File: src/rtl/useq_pkg.sv
package useq_pkg;
  typedef enum logic [2:0] {
    OP_NEXT  = 3'd0,
    OP_JUMP  = 3'd1,
    OP_CJMP  = 3'd2,
    OP_CALL  = 3'd3,
    OP_RET   = 3'd4,
    OP_LOOP  = 3'd5,
    OP_END   = 3'd6,
    OP_HWAIT = 3'd7
  } useq_op_e;

  // opcode map: nibble swap then scramble constant
  function automatic logic [7:0] opmap(input logic [7:0] op);
    return {op[3:0], op[7:4]} ^ 8'hA5;
  endfunction
endpackage

File: src/rtl/useq_next.sv
module useq_next
  import useq_pkg::*;
#(
  parameter int AW = 12,
  parameter logic [AW-9:0] MAP_BASE = '0,
  parameter logic [AW-1:0] HOLD_VEC = '0,
  parameter logic [AW-1:0] IRQ_VEC  = '0
) (
  input  logic          clk,
  input  logic          rst,
  input  useq_op_e      op,
  input  logic [AW-1:0] upc,
  input  logic [AW-1:0] jump,
  input  logic [AW-1:0] save,
  input  logic          test_t,
  input  logic          cnt_zero,
  input  logic          hold_n,
  input  logic          irq_n,
  input  logic          skip,
  input  logic [7:0]    opcode,
  output logic [AW-1:0] nxt,
  output logic [AW-1:0] inc,
  output logic          do_call,
  output logic          cnt_dec,
  output logic          skip_set,
  output logic          skip_clr
);
  always_comb begin
    inc      = upc + 1'b1;
    nxt      = inc;
    do_call  = 1'b0;
    cnt_dec  = 1'b0;
    skip_set = 1'b0;
    skip_clr = 1'b0;
    unique case (op)
      OP_NEXT: nxt = inc;
      OP_JUMP: nxt = jump;
      OP_CJMP: nxt = test_t ? jump : inc;
      OP_CALL: begin nxt = jump; do_call = 1'b1; end
      OP_RET:  nxt = save;
      OP_LOOP: begin
        if (!cnt_zero) begin
          nxt     = jump;
          cnt_dec = 1'b1;
        end
      end
      OP_END: begin
        if (!hold_n)               nxt = HOLD_VEC;
        else if (!irq_n && !skip)  nxt = IRQ_VEC;
        else begin
          nxt      = {MAP_BASE, opmap(opcode)};
          skip_clr = 1'b1;
        end
      end
      OP_HWAIT: begin
        if (!hold_n) nxt = upc;
        else         skip_set = 1'b1;
      end
      default: nxt = inc;
    endcase
  end


  hold_first_chk: assert property (@(posedge clk) disable iff (rst)
    (op == OP_END && !hold_n) |-> (nxt == HOLD_VEC));

  skip_excl_chk: assert property (@(posedge clk) disable iff (rst)
    !(skip_set && skip_clr));
endmodule

File: src/rtl/useq_loopcnt.sv
module useq_loopcnt #(
  parameter int CW = 16
) (
  input  logic          clk,
  input  logic          rst,
  input  logic          adv,
  input  logic          ld,
  input  logic          ld_bus,
  input  logic [CW-1:0] bus_val,
  input  logic [CW-1:0] field_val,
  input  logic          dec,
  output logic          zero
);
  logic [CW-1:0] cnt_q;

  always_ff @(posedge clk) begin
    if (rst)                cnt_q <= '0;
    else if (adv && ld)     cnt_q <= ld_bus ? bus_val : field_val;
    else if (adv && dec)    cnt_q <= cnt_q - 1'b1;
  end

  assign zero = (cnt_q == '0);


  loop_dec_chk: assert property (@(posedge clk) disable iff (rst)
    (adv && dec && !ld) |=> (cnt_q == $past(cnt_q) - 1'b1));

  load_src_chk: assert property (@(posedge clk) disable iff (rst)
    (adv && ld && ld_bus) |=> (cnt_q == $past(bus_val)));

  cnt_hold_chk: assert property (@(posedge clk) disable iff (rst)
    !adv |=> $stable(cnt_q));
endmodule

File: src/rtl/useq_ipipe.sv
module useq_ipipe #(
  parameter int DW = 16
) (
  input  logic          clk,
  input  logic          rst,
  input  logic          xfer,
  input  logic [DW-1:0] din,
  output logic [DW-1:0] slot_b
);
  logic [DW-1:0] slot_a;

  always_ff @(posedge clk) begin
    if (rst) begin
      slot_a <= '0;
      slot_b <= '0;
    end else if (xfer) begin
      slot_a <= din;
      slot_b <= slot_a;
    end
  end


  shift_chk: assert property (@(posedge clk) disable iff (rst)
    xfer |=> (slot_b == $past(slot_a) && slot_a == $past(din)));

  pipe_hold_chk: assert property (@(posedge clk) disable iff (rst)
    !xfer |=> ($stable(slot_a) && $stable(slot_b)));
endmodule

File: src/rtl/useq_addr_gen.sv
module useq_addr_gen
  import useq_pkg::*;
#(
  parameter int AW = 12,
  parameter int DW = 16,
  parameter logic [AW-9:0] MAP_BASE = 4'h2,
  parameter logic [AW-1:0] HOLD_VEC = 12'h0F0,
  parameter logic [AW-1:0] IRQ_VEC  = 12'h0E0
) (
  input  logic          clk,
  input  logic          rst,
  input  logic          stall,
  input  logic [2:0]    mw_op,
  input  logic [AW-1:0] mw_jump,
  input  logic          mw_fetch,
  input  logic          mw_cnt_ld,
  input  logic          mw_cnt_bus,
  input  logic [DW-1:0] mw_cnt_val,
  input  logic          test_t,
  input  logic          hold_n,
  input  logic          irq_n,
  input  logic [DW-1:0] data_bus,
  input  logic          instr_valid,
  output logic          instr_ready,
  input  logic [DW-1:0] instr_data,
  output logic [AW-1:0] uaddr,
  output logic          cnt_done,
  output logic [DW-1:0] cur_instr
);
  localparam int OPW = 8;

  useq_op_e      op;
  logic [AW-1:0] upc_q, save_q, nxt, inc;
  logic          skip_q, adv, xfer;
  logic          do_call, cnt_dec, skip_set, skip_clr;

  assign op          = useq_op_e'(mw_op);
  assign instr_ready = mw_fetch && !stall && !rst;
  assign adv         = !stall && !(mw_fetch && !instr_valid);
  assign xfer        = instr_ready && instr_valid;

  useq_next #(.AW(AW), .MAP_BASE(MAP_BASE), .HOLD_VEC(HOLD_VEC), .IRQ_VEC(IRQ_VEC)) u_next (
    .clk(clk), .rst(rst), .op(op), .upc(upc_q), .jump(mw_jump), .save(save_q),
    .test_t(test_t), .cnt_zero(cnt_done), .hold_n(hold_n), .irq_n(irq_n),
    .skip(skip_q), .opcode(cur_instr[DW-1 -: OPW]), .nxt(nxt), .inc(inc),
    .do_call(do_call), .cnt_dec(cnt_dec), .skip_set(skip_set), .skip_clr(skip_clr)
  );

  useq_loopcnt #(.CW(DW)) u_cnt (
    .clk(clk), .rst(rst), .adv(adv), .ld(mw_cnt_ld), .ld_bus(mw_cnt_bus),
    .bus_val(data_bus), .field_val(mw_cnt_val), .dec(cnt_dec), .zero(cnt_done)
  );

  useq_ipipe #(.DW(DW)) u_pipe (
    .clk(clk), .rst(rst), .xfer(xfer), .din(instr_data), .slot_b(cur_instr)
  );

  always_ff @(posedge clk) begin
    if (rst) begin
      upc_q  <= '0;
      save_q <= '0;
      skip_q <= 1'b0;
    end else if (adv) begin
      upc_q <= nxt;
      if (do_call)  save_q <= inc;
      if (skip_set) skip_q <= 1'b1;
      else if (skip_clr) skip_q <= 1'b0;
    end
  end

  assign uaddr = upc_q;


  reset_zero_chk: assert property (@(posedge clk) disable iff (rst)
    $fell(rst) |-> (upc_q == '0));

  stall_freeze_chk: assert property (@(posedge clk) disable iff (rst)
    stall |=> ($stable(upc_q) && $stable(save_q) && $stable(skip_q)));

  call_save_chk: assert property (@(posedge clk) disable iff (rst)
    (adv && op == OP_CALL) |=> (save_q == $past(upc_q) + 1'b1 && upc_q == $past(mw_jump)));

  ready_stall_chk: assert property (@(posedge clk) disable iff (rst)
    stall |-> !instr_ready);
endmodule

File: config.mk
export PLATFORM = sky130hd
export DESIGN_NAME = useq_addr_gen
export DESIGN_NICKNAME = d
export VERILOG_FILES = /design/src/rtl/useq_pkg.sv /design/src/rtl/useq_next.sv /design/src/rtl/useq_loopcnt.sv /design/src/rtl/useq_ipipe.sv /design/src/rtl/useq_addr_gen.sv
export SDC_FILE = /design/constraint.sdc
export NUM_CORES = 1
export LEC_CHECK = 0
export ABC_AREA = 1
export BUFFER_PORTS_ARGS = -buffer_cell sky130_fd_sc_hd__buf_2
export CAP_MARGIN = 20
export CORE_UTILIZATION = 48
export DETAILED_ROUTE_END_ITERATION = 10
export PLACE_DENSITY_LB_ADDON = 0.12
export SLEW_MARGIN = 20
export SYNTH_ARGS = -nofsm -noshare
export SYNTH_HDL_FRONTEND = slang
export SYNTH_SLANG_ARGS = --single-unit
File: constraint.sdc
create_clock -name clk -period 1.63 [get_ports clk]
set_input_delay 0.0815 -clock clk [delete_from_list [all_inputs] [get_ports clk]]
set_output_delay 0.0815 -clock clk [all_outputs]
set_load 0.1 [all_outputs]
Word-level counts from Yosys, hierarchy flattened
Cells that the tools add are included.
Storage, ports and cells
  input bits: 73
  flip-flop bits (word level): 73
  output and inout bits: 30
Operators by class
  bitwise operators: 1
  eq/ne operators: 8
  $add $sub $neg: 2
  reduce and logical (&&, ||, !) cells: 22
  multiplexer cells: 19
Operators with widths (count)
  12-bit one-hot mux with 7 select lines: 1
  12-bit 2-to-1 mux: 4
  16-bit 2-to-1 mux: 3
  16-bit zero test: 1
  16-bit by 1-bit subtractor with 16-bit output, second input constant: 1
  12-bit by 1-bit adder with 12-bit output, second input constant: 1
  3-bit == test, second input constant: 4
  1-bit 2-to-1 mux: 10
  10-bit 2-to-1 mux: 1
  1-bit logical AND: 8
  3-bit by 2-bit == test with 1-bit output, second input constant: 2
  1-bit zero test: 6
  2-bit AND reduction: 3
  4-bit NOT: 1
  2-bit nonzero test: 2
  3-bit by 1-bit == test with 1-bit output, second input constant: 1
  3-bit zero test: 1
  2-bit inequality test, second input constant: 1
  2-bit OR reduction: 1

Longest topological paths before layout
Gate-level depths: netlist of the first run.
  depth after elaboration: 7
  mapped depth: 11

By module
From an unflattened synthesis of the first run, not the netlist that was laid out.
Unflattened totals
  cell total of the unflattened synthesis: 778
  area, all modules: 4830.9 um^2
Modules (own cells, without submodules)
  useq_ipipe: seq. area each 640.6 um^2, instances 1, area each 1587.8 um^2, cells an instance 203
  useq_loopcnt: seq. area each 320.3 um^2, instances 1, area each 1306.3 um^2, cells an instance 227
  useq_addr_gen: seq. area each 500.5 um^2, instances 1, area each 1023.5 um^2, cells an instance 141
  useq_next: seq. area each 0.0 um^2, instances 1, area each 913.4 um^2, cells an instance 207

Worst setup path before layout of the first run
Ideal clock, no wire load.
  path kind: reg2out
  from: register u_cnt.cnt_q[0]
  to: output cnt_done
  data required time: 1.548 ns
  slack: -1.324 ns
  cell stages (with the launch flop): 5
  arrival: 2.872 ns
  path through: dfxtp_1 > inv_1 > ha_1 > nand3_2 > nor3_1
Between the ends
  word-level cells in the longest chain between the ends: 1
Ends and longest elaborated chain
  start, declared: RTL line useq_loopcnt.sv:14  | logic [CW-1:0] cnt_q;
  start signal, assigned: RTL line useq_loopcnt.sv:18  | else if (adv && ld) cnt_q <= ld_bus ? bus_val : field_val;
  start signal, assigned: RTL line useq_loopcnt.sv:19  | else if (adv && dec) cnt_q <= cnt_q - 1'b1;
  16-bit zero test: RTL line useq_loopcnt.sv:22  | assign zero = (cnt_q == '0);
  end, declared: RTL line useq_addr_gen.sv:27  | output logic cnt_done,
Every way passes these cells.

Worst setup path in the final report of the first run
  from: register u_cnt.cnt_q[11]
  to: output cnt_done
The elaborated chain is that of the path after synthesis.

==> impl_metrics.json, run 1 <==
{
  "drt_wl_total_mm": 11.82,
  "critPathLaunchType": "flip-flop",
  "grt-ovfl-total": 0,
  "ant_nets": 0,
  "io_buffers": 102,
  "synthTopCellsByArea": "dfxtp_1, nor2_1, o21ai_0",
  "yosys_warnings": 0,
  "dpl_cell_area_mm2": 0.004756,
  "min_path_cells": 5,
  "drt_iter0_drc": 245,
  "crit_chain": "nor2_4, nand3_4, buf_4, nor3_4, buf_12",
  "setup_viol": 0,
  "synthDominantCellAreaShare": 0.3708,
  "hold_start": "mw_jump[2]",
  "ys_ff_latch": 73,
  "hp-class": "in2reg",
  "synth_common_cells": "nor2_1, nand2_1, o21ai_0, dfxtp_1, a21oi_1",
  "reg2reg_to": "u_cnt.cnt_q[4]",
  "setup.worst_path.class": "reg2out",
  "dr.pass1.iters": 5,
  "dp_hpwl_mm": 8.014,
  "rows": 32,
  "syn_inst": 595,
  "cts_tree": "done",
  "yosysTopAreaCell": "dfxtp_1",
  "place_congestion": 0.8892,
  "power.total_mw": 4.964,
  "start_util": 0.5022,
  "grt_max_degree": 36,
  "num_vias": 4603,
  "clock-root-buffer": "clkbuf_8",
  "outcome": "finished clean",
  "cp-end-kind": "primary output",
  "clock.fmax_mhz": 634.6,
  "clk_pin_slew_ps": 90,
  "async_reset_ff_frac": 0,
  "power_density_mw_per_mm2": 912.5,
  "wl_per_cell_um": 13.92,
  "rsz0062_at_grt": "yes",
  "power_leakage_nw": 2.499,
  "design.portCount": 103,
  "period_minus_slack_ps": 1576,
  "grt_pass1_vias": 4134,
  "maxCapViolCount": 0,
  "slew_violations": 0,
  "r2r_start": "u_cnt.cnt_q[11]",
  "worst_pin_slew_ps": 523.7,
  "synth_area_mm2": 0.003941,
  "rrSetupSlack_ps": 80,
  "layout-drive-gt1-share": 0.3199,
  "via_per_inst": 5.422,
  "worstPathRequired_ps": 1550,
  "core-area_mm2": 0.007848,
  "worstSkewPairLatency_ps": 360,
  "relSlewSlack": 0.6489,
  "ff2ff_path_depth": 9,
  "syn_avg_cell_area_um2": 6.624,
  "area_delta_synth_final_pct": 38.03,
  "clkSinkCount": 73,
  "nets": 817,
  "synth_edf_count": 0,
  "yosysSeqAreaShare": 0.3708,
  "path_max_fanout": 4,
  "finalClockSkew_ps": 11.63,
  "holdPathEnd": "uaddr[2]",
  "dieArea_mm2": 0.008578,
  "dp_cells": 802,
  "syn_nets": 670,
  "drc_errors": 0,
  "fp.dieH_um": 92.62,
  "grt_pass1_wl_mm": 18.63,
  "period_share": 0.9667,
  "peakVddDrop_mv": 0.6795,
  "slowest_delay_ps": 370,
  "ys.flop_type": "dfxtp_1",
  "htree_levels": 3,
  "critPathArrivalTime_ps": 1490,
  "synth_most_common_cell": "nor2_1",
  "cts_buffers": 9,
  "antenna_cells": 0,
  "grtUsageTotal": 0.2732,
  "cp_slowest_cell": "dfxtp_4",
  "hold_viol_final": 0,
  "clock_path_buffers": 2,
  "antenna_found_initial": 0,
  "synth_cell_types": 37,
  "die_w_um": 92.62,
  "layout.cells.non_filler": 849,
  "finalInstanceArea_mm2": 0.005440
}
## layout by cell type (no fill, tap or decap), types with 20 or more instances in the layout
cell type  Yosys  routed
buf_4          2      37
o21ai_0       84      51
o21ai_1        4      34
dfxtp_1       73      52
nand3_1       24      20
buf_2          6     101
inv_1         39      35
a21oi_1       43      41
nand2_1       88      80
nor2_1       142     131
## metal layers
metal	routed length, um	track usage	vias to the layer above
li1	-	-	2266
met1	5158	0.3527	2129
met2	5644	0.4519	185
met3	789	0.06240	23
met4	228	0.08590	0
met5	0	0	-
## layout make-up
class | instances | area [um2]
Tap cell | 102 | 127.6
Sequential cell | 73 | 1505
Fill cell | 703 | 2407
Multi-Input combinational cell | 457 | 2451
Clock inverter | 7 | 57.56
Timing Repair Buffer | 158 | 996.0
Clock buffer | 9 | 123.9
Inverter | 43 | 178.9
## timing repair
action,in CTS,in global routing
cloned,0,2
endpoints found under the hold margin,17,0
setup endpoints to repair,20,30
pin swaps,5,17
hold buffers,17,0
buffers inserted,4,9
resized for setup,16,54
## through the flow
stage / hold slack [ps] / utilization / setup TNS, ps / setup WS [ps]
after floorplan: 227.2 / - / -742.0 / -51.09
after global placement: 321.9 / 0.6060 / 0 / 11.14
after detailed placement: 324.2 / 0.6060 / -283.7 / -66.50
after CTS: 18.32 / 0.6615 / 0 / 1.619
after global routing: 41.26 / 0.6932 / -78.61 / -39.81
final: 28.32 / 0.6932 / 0 / 54.27
## cell families after synthesis
group                    share of synthesized area
multiplexers                              0.002540
buffers and inverters                      0.07143
AND/OR/NAND/NOR                             0.3022
adder cells (fa/ha/maj)                   0.006348
flip-flops                                  0.3708
AO/OA/AOI/OAI                               0.2178
XOR/XNOR                                   0.02889
## worst max-delay path: cells and delay by family (launching register included)
kind          cells  cell delay (ps)
buf+inv           2              340
flops             1              370
simple gates      3              420
## worst max-delay path by stage
stage,startpoint,endpoint
finish,u_cnt.cnt_q[11],cnt_done
global route,u_cnt.cnt_q[12],cnt_done
CTS,uaddr[0],uaddr[10]
detailed placement,u_cnt.cnt_q[0],uaddr[4]
global placement,u_cnt.cnt_q[4],uaddr[3]
floorplan,u_cnt.cnt_q[0],cnt_done
## registers in the layout (all words and copies together), names as in the netlist
| signal | count |
|---|---|
| save_q | 12 |
| uaddr | 12 |
| u_pipe.slot_b | 16 |
| u_cnt.cnt_q | 16 |
| u_pipe.slot_a | 16 |
| skip_q | 1 |
## report_power, final
group	internal, mW	leakage, nW	switching [mW]	total, mW
sequential	1.89	0.606	0.107	1.99
clock	0.583	0.0973	0.786	1.37
combinational	0.593	1.80	1.01	1.60
total	3.06	2.50	1.90	4.96
Power figures use the tool's default switching activity.
==> run 2: changes to the inputs <==
clock period = 1.35 ns   (was 1.63 ns; I/O delays follow)
==> run 2 against run 1 <==
Against the previous run:
- sequential share of layout area shrank 4.1 points
- wire length grew 24%
- clock skew shrank 3.3 ps
- die area is the same
- count of clock-buffer cells in the layout grew 1
- register-to-register slack lost 390 ps
- sequential cell count is the same
- hold slack lost 22 ps
- combinational power grew 57%
- sequential power grew 20%
- the flow now finishes with violations (setup timing)
- largest cell class unchanged
- first-iteration DRC count grew 56%
==> impl_metrics.json, run 2 (synthesis results as in run 1) <==
{
  "worstPathRequired_ps": 1280,
  "cts_buffers": 9,
  "drt_wl_total_mm": 14.66,
  "relSlewSlack": 0.6484,
  "finalInstanceArea_mm2": 0.006432,
  "critPathLaunchType": "flip-flop",
  "final_cell_mix": "nor2_1, buf_2, nand2_1",
  "outcome": "finished with violations",
  "wl_per_cell_um": 16.14,
  "place_ws_ps": -277.7,
  "worstSkewPairLatency_ps": 360,
  "clock_path_buffers": 2,
  "area_delta_synth_final_pct": 63.21,
  "power_density_mw_per_mm2": 1050,
  "rows": 32,
  "design.portCount": 103,
  "htree_levels": 3,
  "critPathArrivalTime_ps": 1640,
  "clock-root-buffer": "clkbuf_8",
  "num_vias": 5049,
  "worst_pin_slew_ps": 524.6,
  "period_minus_slack_ps": 1706,
  "peakVddDrop_mv": 1.030,
  "io_buffers": 102,
  "layout.cells.non_filler": 908,
  "dieArea_mm2": 0.008578,
  "fp.dieH_um": 92.62,
  "cp-end-kind": "primary output",
  "violations": "setup timing",
  "dp_cells": 849,
  "antenna_cells": 0,
  "r2r_start": "u_cnt.cnt_q[2]",
  "hold_start": "mw_jump[6]",
  "reg_top3": "u_cnt.cnt_q x16, u_pipe.slot_a x16, u_pipe.slot_b x16",
  "clkSinkCount": 73,
  "finalClockSkew_ps": 8.310,
  "path_max_fanout": 3,
  "drt_iter0_drc": 381,
  "setup.worst_path.class": "reg2out",
  "place_congestion": 0.8449,
  "dp_hpwl_mm": 8.648,
  "clk_pin_slew_ps": 80,
  "die_w_um": 92.62,
  "post-route-util": 0.8197,
  "ant_nets": 0,
  "min_path_cells": 5,
  "via_per_inst": 5.561,
  "core-area_mm2": 0.007848,
  "rsz0062_at_grt": "yes",
  "dr.pass1.iters": 6,
  "grt-ovfl-total": 0,
  "maxCapViolCount": 0,
  "drc_errors": 0,
  "startpoint": "u_cnt.cnt_q[2]",
  "hp-class": "in2reg",
  "layout-drive-gt1-share": 0.4380,
  "power_leakage_nw": 2.945,
  "grt_pass1_wl_mm": 22.34,
  "slew_violations": 0,
  "grtUsageTotal": 0.3314,
  "grt_pass1_vias": 4889,
  "nets": 876,
  "hold_viol_final": 0,
  "layout_commonest_cell": "nor2_1",
  "grt_max_degree": 33,
  "timing.hold.ws_ps": 6.014,
  "setup_viol": 32,
  "worst_slack_ps": -355.9,
  "cts_tree": "done",
  "clock.fmax_mhz": 586.2,
  "ff2ff_path_depth": 11,
  "antenna_found_initial": 0,
  "dpl_cell_area_mm2": 0.005291,
  "period_share": 1.264,
  "start_util": 0.5022
}
-- run 2: cell count changes in the layout (fill, tap and decap cells not counted), moves of 5 or more --
cell and delta:
buf_2 -5, nand3_1 -5, buf_12 +8, buf_6 +18, a21oi_1 -6, a21oi_2 +6, o21ai_1 -15, o21ai_2 +14
nor2_1 -7, nand2_1 -5, buf_4 +35
-- run 2: critical path: stages (launching register included) --
cell and delay (ps):
dfxtp_1 360, nor2_4 160, buf_4 140, nand3_4 90
buf_6 130, nor3_4 190, buf_12 210
-- run 2: layout make-up --
cell class	instances	area, um2
Multi-Input combinational cell	459	2768
Tap cell	102	127.6
Inverter	43	188.9
Fill cell	482	1415
Timing Repair Buffer	215	1624
Sequential cell	73	1515
Clock buffer	10	137.6
Clock inverter	6	71.32
-- run 2: path summary, 6_finish.rpt --
| check | to | slack, ps |
|---|---|---|
| max | cnt_done | -360 |
| min | uaddr[6] | 6 |
| max reg2reg | uaddr[9] | -310 |
| min reg2reg | u_pipe.slot_a[10] | 480 |
-- run 2: where the power goes --
group,leakage [nW],switching [mW],internal (mW)
clock,0.108,0.938,0.926
sequential,0.608,0.107,2.27
combinational,2.23,1.47,1.04
total,2.94,2.52,4.24
-- run 2: timing repair --
item | CTS | global route
pin swaps | 47 | 32
endpoints found under the setup margin | 36 | 53
gates resized for setup | 92 | 51
setup buffers | 17 | 7
hold buffers | 17 | 0
hold endpoints to repair | 17 | 0
gates cloned | 3 | 2
-- run 2: per-layer routing --
metal,GRT usage,vias up,share of wire
met1,0.3719,2314,0.38
met2,0.5840,291,0.50
met4,0.1500,0,0.036
met3,0.08867,58,0.088
met5,0,-,0
li1,-,2386,-
-- run 2: stage by stage --
stage / power (mW) / TNS [ps]
floorplan: 3.617 / -10760
global placement: 4.283 / -3449
detailed placement: 4.326 / -5222
CTS: 6.538 / -5906
global route: 7.023 / -9588
finish: 6.755 / -7190
==> run 3: changes to the inputs <==
BUFFER_PORTS_ARGS = default   (was -buffer_cell sky130_fd_sc_hd__buf_2)
CORE_UTILIZATION = 57   (was 48)
DONT_BUFFER_PORTS = 1   (was default)
==> run 3 against run 2 <==
Against the previous run:
- the run ends with DRC, setup timing left
- register-to-register slack got worse by 120 ps
- global-route usage rose by 8.8 points
- sequential cell count did not move
- sequential share of layout area rose by 2.1 points
- hold slack improved by 19 ps
- largest cell class unchanged
- sequential power barely moved
- wire length rose by 21%
- die area fell by 15%
- critical path depth rose by 5
- fmax fell by 4.2%
- setup slack got worse by 76 ps
- non-clock buffer count fell by 76
- critical endpoint is now uaddr[3]
- highest routed layer unchanged
==> impl_metrics.json, run 3 (synthesis results as in run 1) <==
{
  "outcome": "finished with violations",
  "violations": "DRC, setup timing",
  "grt_max_degree": 33,
  "htree_levels": 3,
  "worst_pin_slew_ps": 713.6,
  "setup_viol": 37,
  "layout-drive-gt1-share": 0.3457,
  "design.portCount": 103,
  "peakVddDrop_mv": 1.086,
  "fill_cells": 273,
  "holdPathEnd": "uaddr[10]",
  "dr.pass1.iters": 11,
  "cp-end-kind": "flip-flop",
  "worst_slack_ps": -431.6,
  "grt_pass1_wl_mm": 23.63,
  "clkSinkCount": 73,
  "clock-root-buffer": "clkbuf_8",
  "io_buffers": 0,
  "r2r_start": "u_cnt.cnt_q[6]",
  "drt_wl_total_mm": 17.70,
  "seq_area_mm2": 0.001518,
  "critPathLaunchType": "flip-flop",
  "dp_hpwl_mm": 8.031,
  "antenna_found_initial": 1,
  "hold_viol_final": 0,
  "area_delta_synth_final_pct": 50.10,
  "timing.hold.ws_ps": 24.85,
  "grt_pass1_vias": 4948,
  "reg_top3": "u_cnt.cnt_q x16, u_pipe.slot_a x16, u_pipe.slot_b x16",
  "reg2reg_to": "uaddr[3]",
  "slew_violations": 0,
  "core-area_mm2": 0.006495,
  "period_share": 1.320,
  "start_util": 0.6068,
  "min_path_cells": 4,
  "place_ws_ps": -267.8,
  "maxCapViolCount": 0,
  "grt-ovfl-total": 0,
  "critical_path.top_delay_family": "simple AND/OR/NAND/NOR gates",
  "via_per_inst": 6.710,
  "hold_start": "test_t",
  "path_max_fanout": 5,
  "rows": 29,
  "die_w_um": 85.16,
  "clk_pin_slew_ps": 90,
  "period_minus_slack_ps": 1782,
  "setup.worst_path.class": "reg2reg",
  "hp-class": "in2reg",
  "nets": 799,
  "cp_slowest_cell": "dfxtp_2",
  "power.total_mw": 6.643,
  "layout_commonest_cell": "nor2_1",
  "ant_nets": 0,
  "grtUsageTotal": 0.4194,
  "dpl_cell_area_mm2": 0.004780,
  "wl_per_cell_um": 21.96,
  "cts_buffers": 9,
  "fp.dieH_um": 85.16,
  "multi_input_area_mm2": 0.002686,
  "ff2ff_path_depth": 11,
  "worstSkewPairLatency_ps": 350,
  "critPathArrivalTime_ps": 1990,
  "slowest_delay_ps": 350,
  "path_buf_inv": 1,
  "rrSetupSlack_ps": -430,
  "finalInstanceArea_mm2": 0.005916,
  "drc_errors": 5,
  "final_cell_mix": "nor2_1, buf_4, nand2_1",
  "crit_chain": "nor2_4, buf_6, nand2_4, nor2_4, nand2_4, nand2_4, nand2_4, nand2_1, nand3b_1, nor2_1, nor2_1",
  "drt_iter0_drc": 875,
  "dieArea_mm2": 0.007251,
  "worstPathRequired_ps": 1560,
  "place_congestion": 0.8901,
  "cts_tree": "done",
  "relSlewSlack": 0.5227,
  "rsz0062_at_grt": "yes",
  "antenna_cells": 0,
  "layout.cells.non_filler": 806,
  "num_vias": 5408,
  "dp_cells": 735,
  "finalClockSkew_ps": 10.41,
  "clock_path_buffers": 2,
  "clock.fmax_mhz": 561.3,
  "crit_top_cell": "nand2_4",
  "power_leakage_nw": 2.558,
  "power_density_mw_per_mm2": 1123
}
==> run 3: what timing repair did <==
item	4_1_cts	5_1_grt
hold buffers	34	0
pin swaps	32	22
setup endpoints to repair	33	37
buffers inserted	12	9
hold endpoints to repair	42	0
cloned	3	0
gates resized for setup	62	49
==> run 3: cell type report <==
cell class                      count  area share
Clock buffer                        9     0.02094
Clock inverter                      7     0.01269
Inverter                           43     0.03067
Multi-Input combinational cell    458      0.4541
Sequential cell                    73      0.2566
Tap cell                           77     0.01629
Timing Repair Buffer              139      0.2088
==> run 3: how the worst max path moves through the flow <==
| stage | startpoint | to | slack, ps | depth (start not counted) |
|---|---|---|---|---|
| 2_1_floorplan | mw_fetch | u_pipe.slot_a[3] | -290 | 6 |
| 3_3_place_gp | u_cnt.cnt_q[1] | u_cnt.cnt_q[1] | -190 | 10 |
| 3_5_place_dp | u_cnt.cnt_q[1] | u_cnt.cnt_q[1] | -270 | 10 |
| 4_1_cts | u_cnt.cnt_q[7] | cnt_done | -270 | 6 |
| 5_1_grt | u_cnt.cnt_q[0] | uaddr[3] | -470 | 10 |
| 6_report | u_cnt.cnt_q[6] | uaddr[3] | -430 | 11 |
==> run 3: metrics by stage <==
step	setup TNS, ps	util
6_report	-9900	0.9108
5_1_grt	-10880	0.9108
4_1_cts	-4808	0.8754
3_5_place_dp	-4700	0.7359
3_3_place_gp	-2792	0.7359
2_1_floorplan	-10760	-
==> run 3: report_power, final <==
part	internal, mW	switching (mW)	leakage [nW]	total [mW]
clock	0.873	0.955	0.101	1.83
sequential	2.28	0.126	0.609	2.40
combinational	0.917	1.50	1.85	2.41
total	4.07	2.58	2.56	6.64
==> run 3: per-layer routing <==
| layer | wire, um | track usage | vias up |
|---|---|---|---|
| met5 | 0 | 0 | - |
| met4 | 1516 | 0.2589 | 0 |
| met3 | 2388 | 0.08560 | 196 |
| met2 | 7881 | 0.7104 | 555 |
| met1 | 5915 | 0.4871 | 2435 |
| li1 | - | - | 2222 |
==> run 3: worst register-to-register path: stages (launching register included) <==
cell      delay [ps]
dfxtp_2          350
nor2_4           160
buf_6            130
nand2_4           50
nor2_4           160
nand2_4          100
nand2_4          100
nand2_4           90
nand2_1           90
nand3b_1         100
nor2_1           190
nor2_1           120
